--- src/rtl/ddr_init_pkg.sv ---
package ddr_init_pkg;
    localparam int CMD_W = 6;
    localparam int MODE_W = 14;
    localparam int REF_W = 15;
    localparam int IVL_W = 10;
    localparam int IDX_W = 4;

    localparam int C_MRS = 0;
    localparam int C_EMRS = 1;
    localparam int C_AREF = 2;
    localparam int C_PREA = 3;
    localparam int C_EMR2 = 4;
    localparam int C_EMR3 = 5;

    typedef struct packed {
        logic [CMD_W-1:0] cmd;
        logic [MODE_W-1:0] val;
        logic last;
    } step_t;

    typedef enum logic [2:0] {
        ST_IDLE,
        ST_CFG,
        ST_SETUP,
        ST_ISSUE,
        ST_GAP,
        ST_FINISH,
        ST_DONE
    } seq_state_t;
endpackage

--- src/rtl/ddr_init_script.sv ---
module ddr_init_script
    import ddr_init_pkg::*;
(
    input  logic             ddr2,
    input  logic [IDX_W-1:0] idx,
    output step_t            step
);
    function automatic logic [CMD_W-1:0] oh(input int b);
        return CMD_W'(1) << b;
    endfunction

    always_comb begin
        step = '0;
        if (ddr2) begin
            case (idx)
                4'd0:  step = '{oh(C_PREA), 14'h000, 1'b0};
                4'd1:  step = '{oh(C_EMR2), 14'h000, 1'b0};
                4'd2:  step = '{oh(C_EMR3), 14'h000, 1'b0};
                4'd3:  step = '{oh(C_EMRS), 14'h000, 1'b0};
                4'd4:  step = '{oh(C_MRS),  14'h100, 1'b0};
                4'd5:  step = '{oh(C_PREA), 14'h000, 1'b0};
                4'd6:  step = '{oh(C_AREF), 14'h000, 1'b0};
                4'd7:  step = '{oh(C_AREF), 14'h000, 1'b0};
                4'd8:  step = '{oh(C_MRS),  14'hA33, 1'b0};
                4'd9:  step = '{oh(C_EMRS), 14'h382, 1'b0};
                4'd10: step = '{oh(C_EMRS), 14'h402, 1'b1};
                default: step = '{'0, '0, 1'b1};
            endcase
        end else begin
            case (idx)
                4'd0:  step = '{oh(C_PREA), 14'h000, 1'b0};
                4'd1:  step = '{oh(C_MRS),  14'h133, 1'b0};
                4'd2:  step = '{oh(C_EMRS), 14'h002, 1'b0};
                4'd3:  step = '{oh(C_PREA), 14'h000, 1'b0};
                4'd4:  step = '{oh(C_MRS),  14'h033, 1'b1};
                default: step = '{'0, '0, 1'b1};
            endcase
        end
    end
endmodule

--- src/rtl/ddr_init_gap_timer.sv ---
module ddr_init_gap_timer #(
    parameter int GAP_CYCLES = 16
) (
    input  logic clk,
    input  logic rst_n,
    input  logic load,
    output logic expired
);
    localparam int GAP_W = $clog2(GAP_CYCLES + 1);

    logic [GAP_W-1:0] cnt_q;

    always_ff @(posedge clk or negedge rst_n) begin
        if (!rst_n) begin
            cnt_q <= '0;
        end else if (load) begin
            cnt_q <= GAP_W'(GAP_CYCLES - 1);
        end else if (cnt_q != '0) begin
            cnt_q <= cnt_q - 1'b1;
        end
    end

    assign expired = (cnt_q == '0);
endmodule

--- src/rtl/ddr_init_seq.sv ---
module ddr_init_seq
    import ddr_init_pkg::*;
#(
    parameter int GAP_CYCLES = 16,
    parameter int REF_IVL_FAST = 624,
    parameter int REF_IVL_SLOW = 390
) (
    input  logic              clk,
    input  logic              rst_n,
    input  logic              start,
    input  logic              strap_ddr2,
    input  logic              strap_ref40,
    output logic [CMD_W-1:0]  cmd_stb,
    output logic [MODE_W-1:0] mode_val,
    output logic              ddr2_cfg_en,
    output logic [REF_W-1:0]  refresh_cfg,
    output logic              busy,
    output logic              done
);
    localparam int REF_EN_BIT = REF_W - 1;

    seq_state_t       state_q, state_d;
    logic [IDX_W-1:0] idx_q;
    logic             ddr2_q, ref40_q;
    step_t            step;
    logic             gap_expired;

    ddr_init_script u_script (
        .ddr2(ddr2_q),
        .idx (idx_q),
        .step(step)
    );

    ddr_init_gap_timer #(.GAP_CYCLES(GAP_CYCLES)) u_gap (
        .clk    (clk),
        .rst_n  (rst_n),
        .load   (state_q == ST_ISSUE),
        .expired(gap_expired)
    );

    always_comb begin
        state_d = state_q;
        unique case (state_q)
            ST_IDLE, ST_DONE: if (start) state_d = ST_CFG;
            ST_CFG:    state_d = ST_SETUP;
            ST_SETUP:  state_d = ST_ISSUE;
            ST_ISSUE:  state_d = ST_GAP;
            ST_GAP: begin
                if (gap_expired) state_d = step.last ? ST_FINISH : ST_SETUP;
            end
            ST_FINISH: state_d = ST_DONE;
            default:   state_d = ST_IDLE;
        endcase
    end

    // State register, step index and sampled straps
    always_ff @(posedge clk or negedge rst_n) begin
        if (!rst_n) begin
            state_q <= ST_IDLE;
            idx_q   <= '0;
            ddr2_q  <= 1'b0;
            ref40_q <= 1'b0;
        end else begin
            state_q <= state_d;
            if ((state_q == ST_IDLE || state_q == ST_DONE) && start) begin
                idx_q   <= '0;
                ddr2_q  <= strap_ddr2;
                ref40_q <= strap_ref40;
            end else if (state_q == ST_GAP && gap_expired && !step.last) begin
                idx_q <= idx_q + 1'b1;
            end
        end
    end

    // Registered outputs
    always_ff @(posedge clk or negedge rst_n) begin
        if (!rst_n) begin
            ddr2_cfg_en <= 1'b0;
            refresh_cfg <= '0;
        end else begin
            if (state_q == ST_CFG) ddr2_cfg_en <= ddr2_q;
            if (state_q == ST_FINISH) begin
                refresh_cfg             <= '0;
                refresh_cfg[REF_EN_BIT] <= 1'b1;
                refresh_cfg[IVL_W-1:0]  <= ref40_q ? IVL_W'(REF_IVL_FAST)
                                                   : IVL_W'(REF_IVL_SLOW);
            end
        end
    end

    assign cmd_stb  = (state_q == ST_ISSUE) ? step.cmd : '0;
    assign mode_val = (state_q == ST_SETUP || state_q == ST_ISSUE) ? step.val : '0;
    assign busy     = (state_q != ST_IDLE) && (state_q != ST_DONE);
    assign done     = (state_q == ST_DONE);
endmodule

--- config.mk ---
export PLATFORM = sky130hd
export DESIGN_NAME = ddr_init_seq
export DESIGN_NICKNAME = d
export VERILOG_FILES = /design/src/rtl/ddr_init_pkg.sv /design/src/rtl/ddr_init_script.sv /design/src/rtl/ddr_init_gap_timer.sv /design/src/rtl/ddr_init_seq.sv
export SDC_FILE = /design/constraint.sdc
export NUM_CORES = 1
export LEC_CHECK = 0
export ABC_AREA = 1
export BUFFER_PORTS_ARGS = -buffer_cell sky130_fd_sc_hd__buf_4
export CAP_MARGIN = 10
export CORE_MARGIN = 5
export CORE_UTILIZATION = 30
export DETAILED_ROUTE_END_ITERATION = 10
export MAX_ROUTING_LAYER = met4
export PLACE_DENSITY_LB_ADDON = 0.08
export SETUP_SLACK_MARGIN = 0.05
export SKIP_LAST_GASP = 1
export SLEW_MARGIN = 20
export SYNTH_ARGS = -nofsm -noshare
export SYNTH_HDL_FRONTEND = slang
export SYNTH_HIERARCHICAL = 1
export SYNTH_SLANG_ARGS = --single-unit
--- constraint.sdc ---
create_clock -name clk -period 3 [get_ports clk]
set_clock_uncertainty 0.2 [all_clocks]
set_input_delay 0.3 -clock clk [delete_from_list [all_inputs] [get_ports clk]]
set_output_delay 0.3 -clock clk [all_outputs]
set_load 0.05 [all_outputs]
== After elaboration in Yosys (flattened, before gate mapping) ==
Memory sizes are Yosys's and may differ from the RTL's.
Index checks and enable logic that the tools add are counted.
Storage, ports and cells
  bits in read-only memories: 256
  bits of input ports: 5
  flip-flop bits (word level): 26
  memories: 1
Memory list
  (no name shown): depth 16, width 16, rd ports 1, clocked after Yosys merged registers in 0, wr ports 0, line ddr_init_script.sv:15  | case (idx)
Cells by class
  muxes and demuxes: 13
  $add $sub $neg: 2
  reductions and logical operators: 17
  equality and inequality tests: 13
Operators with widths (count)
  $pmux W19 S4: 1
  $mux W21: 1
  $pmux W3 S6: 1
  $mux W14: 1
  $mux W10: 1
  $mux W5: 2
  $eq A3 B3 Y1 const B: 3
  $mux W3: 3
  $eq A4 B2 Y1 const B: 2
  $mux W4: 2
  $eq A3 B2 Y1 const B: 2
  $mux W6: 1
  $logic_not A5 Y1: 1
  $reduce_bool A5 Y1: 1
  $sub A5 B1 Y5 const B: 1
  $add A4 B1 Y4 const B: 1
  $eq A4 B1 Y1 const B: 1
  $eq A4 B3 Y1 const B: 1
  $logic_and A1 B1 Y1: 4
  $logic_not A4 Y1: 1
  $ne A2 B2 Y1 const B: 2
  $reduce_bool A2 Y1: 2
  $reduce_or A2 Y1: 2
  $eq A3 B1 Y1 const B: 1
  6 further kinds: 7

== Depth between registers and ports, before layout ==
  depth in word-level cells: 8
  mapped depth: 13
  mapped depth without buffers: 13

== By module ==
The synthesis kept the hierarchy.
Modules (own cells, without submodules)
  ddr_init_seq: area each 924.6 sq um, cells each 142, instances 1
  ddr_init_script: area each 359.1 sq um, cells each 64, instances 1
  ddr_init_gap_timer: area each 259.0 sq um, cells each 33, instances 1

== Least setup slack after synthesis ==
OpenSTA, ideal clock, no wires.
  path kind: register to output
  from: reg idx_q[1]
  to: out cmd_stb[1]
  cell stages (with the launch flop): 9
  path buffers: 0
  path slack: 0.815 ns
  arrival time: 1.685 ns
  path through: dfrtp_1 inv_1 ha_1 nand2_1 nand2_1 nand3_1 nand2_1 inv_1 nor2_1
RTL lines
  start: declaration: line ddr_init_seq.sv:23  | logic [IDX_W-1:0] idx_q;
  start signal: assignment: line ddr_init_seq.sv:70  | idx_q <= idx_q + 1'b1;
  end: declaration: line ddr_init_seq.sv:13  | output logic [CMD_W-1:0] cmd_stb,

==> flow_metrics.py <==
metrics = {
    "logic_synthesis": {
        "synth-edff-count": 0,
        "yosysSeqAreaShare_pct": 29.2,
        "ys_types": 26,
        "postSynthAreaPerCell_um2": 6.45,
        "synth_seq_cells": 18,
        "syn_area_um2": 1540,
        "async_flop_share_pct": 100,
        "syn_inst": 239,
        "synthFlopType": "dfrtp_1",
        "synth.yosys.warnings": 6,
    },
    "floorplan": {
        "start_util_pct": 30.6,
        "die_x_um": 81.7,
        "core-area_um2": 5040,
        "die_area_um2": 6680,
        "io_pins": 43,
        "row_count": 26,
        "die_h_um": 81.7,
    },
    "drt": {
        "first_iter_violations": 83,
        "vias_per_cell": 4.08,
        "wl_per_cell_um": 9.69,
        "totalWireLength_mm": 3.24,
        "vias": 1364,
        "drt_pass1_iterations": 4,
        "ant_nets": 0,
        "drc": 0,
    },
    "clock_network": {
        "clkTransAtPathRegs_ns": 0.07,
        "cts_setup_buffers": 0,
        "cts-root-buf": "clkbuf_8",
        "numCtsBuffers": 3,
        "cts_tree": "yes",
        "clock-sinks": 18,
        "cts-resized-gates": 0,
        "cts_buffer_depth": 2,
        "htree_levels": 1,
        "clock_latency_ns": 0.26,
    },
    "cells_and_area": {
        "fillers": 557,
        "drive_gt1_share_pct": 19.3,
        "synthToLayoutAreaGrowth_pct": 17.7,
        "n_antenna_cell": 0,
        "fin_nets": 278,
    },
    "setup_path": {
        "cpMaxStageDelayCell": "dfrtp_1",
        "rr_worst_depth": 11,
        "cp_max_fo": 7,
        "r2r_slack_ns": 1.07,
        "crit_chain": "inv_1, ha_1, nand2_4, o21ai_2, nand2_2, nand2_1, nand2_1, inv_1, buf_4",
        "r2r-end": "idx_q[2]",
        "cp_data_required_time_ns": 2.50,
        "r2r-start": "idx_q[0]",
        "slowest_delay_ns": 0.45,
        "end_kind": "primary output",
        "critPathArrivalTime_ns": 1.81,
        "path_class": "flop to primary output",
        "crit_path_start_kind": "flop",
    },
    "timing": {
        "hold_violations": 0,
        "fmax_ghz": 0.432,
        "period_share_pct": 77.2,
        "rsz0062_at_grt": "false",
        "setup_viol": 0,
        "slew_viol_final": 0,
        "min_period_ns": 2.31,
        "hold-worst-slack_ns": 0.0916,
        "fin_tns_setup_ns": 0,
    },
    "worst_hold_path": {
        "holdPathEnd": "ddr2_q",
        "hold_path.startpoint": "strap_ddr2",
        "hold_class": "primary input to flop",
        "worstHoldPathCells": 3,
    },
    "place": {
        "numPortBuffers": 31,
        "place_congestion": 0.840,
        "dpl.hpwl_mm": 2.56,
    },
    "pwr": {
        "ir_worst_vdd_v": 0.000398,
        "power.leakage_nw": 1.14,
        "power_density_nw_per_um2": 902,
    },
    "grt": {
        "grt_usage_pct": 10.5,
        "grt_pass1_vias": 1255,
        "grt_max_degree": 19,
        "grt_pass1_wl_mm": 5.42,
        "antenna_found_initial": 0,
        "gr-total-overflow": 0,
    },
    "flow_run": {
        "drv_cap": 0,
    },
    "outcome": {
        "status": "complete, no violations",
    },
}
==> flip-flops by register name, summed over array words and instances (netlist names) <==
signal       count
ddr2_cfg_en      1
ddr2_q           1
idx_q            4
ref40_q          1
refresh_cfg      3
state_q          3
u_gap/cnt_q      5
==> metal layers <==
metal,global-route usage [%],part of all wire [%],vias up
met5,-,0,-
met4,2.16,0.43,0
met2,17.3,43,35
met3,2.63,6.4,2
li1,-,-,743
met1,13.2,50,584
==> layout make-up <==
| cell class | count | area (µm²) | share of cell area [%] |
|---|---|---|---|
| Multi-Input combinational cell | 162 | 800 | 44.0 |
| Sequential cell | 18 | 450 | 24.8 |
| Timing Repair Buffer | 32 | 243 | 13.4 |
| Inverter | 48 | 180 | 9.92 |
| Tap cell | 70 | 87.6 | 4.82 |
| Clock buffer | 4 | 55.1 | 3.03 |
==> per-stage QoR <==
step	utilization, %	setup slack, ns	total power [mW]	instances	cell area, µm²
global placement	34.7	0.999	1.46	329	1750
CTS	36.0	0.674	1.66	334	1820
detailed placement	34.7	0.959	1.45	329	1750
floorplan	-	0.815	1.26	248	1580
finish	36.0	0.685	1.64	334	1820
global route	36.0	0.491	1.79	334	1820
==> Yosys cell counts (all sizes together) (2+ instances only) <==
cell / count / share of area (%)
a21oi: 6 / 1.9
buf: 19 / 9.2
conb: 2 / 0.49
dfrtp: 18 / 29
ha: 8 / 6.5
inv: 48 / 12
nand2: 67 / 18
nand3: 21 / 7.8
nand4: 3 / 1.2
nor2: 31 / 8.0
o21ai: 8 / 2.8
==> how the worst max path moves through the flow <==
stage               slack, ns  cells past startpoint           to  startpoint
floorplan                0.82                      8   cmd_stb[1]    idx_q[1]
global placement          1.0                      9  mode_val[0]    idx_q[1]
detailed placement       0.96                      9  mode_val[0]    idx_q[1]
CTS                      0.67                      9  mode_val[0]    idx_q[1]
global route             0.49                      9  mode_val[4]    idx_q[1]
finish                   0.69                      9  mode_val[0]    idx_q[1]
==> placed cells by master, fill, tap and decap left out <==
cell	Yosys	final
buf_4	19	31
o211ai_1	1	1
nand2_1	61	61
o21ai_2	1	1
ha_1	8	8
o21a_1	1	1
nor3_1	1	1
xnor2_1	1	1
nand4_1	3	3
o21ai_1	1	1
nand2_2	5	5
xor2_1	1	1
nand3_1	18	18
nor2_1	28	28
inv_2	2	2
nor2_2	3	3
dlygate4sd3_1	0	1
a31oi_1	1	1
conb_1	2	11
or2_2	1	1
clkbuf_8	0	4
nand2_4	1	1
dfrtp_1	18	18
nand3_2	3	3
a21oi_1	6	6
o21ai_0	6	6
inv_1	46	46
==> report_power, final <==
part	total [mW]	internal (mW)	switching, mW
Sequential	0.433	0.334	0.0983
Combinational	1.00	0.272	0.733
Clock	0.201	0.117	0.0840
Total	1.64	0.723	0.915
==> critical path: cells and delay by family (launching register included) <==
kind	cells	cell delay [ns]
fa+ha+maj	1	0.27
simple gates	4	0.31
compound gates	1	0.12
buf+inv	3	0.41
flops	1	0.45
==> what timing repair did <==
item | in CTS | in global routing
endpoints found under the setup margin | 0 | 0
hold endpoints to repair | 18 | 0
hold buffers | 1 | 0
==> kinds of logic (layout without fill, tap and decap cells) <==
kind of cell	Yosys count	count (layout)	synth area share, %
fa+ha+maj	8	8	6.49
other cells	2	11	0.487
xor+xnor	2	2	1.14
flops	18	18	29.2
compound gates	17	17	6.16
buf+inv	68	84	21.2
simple gates	124	124	35.4
No activity file was read; power rests on OpenSTA's default activity.
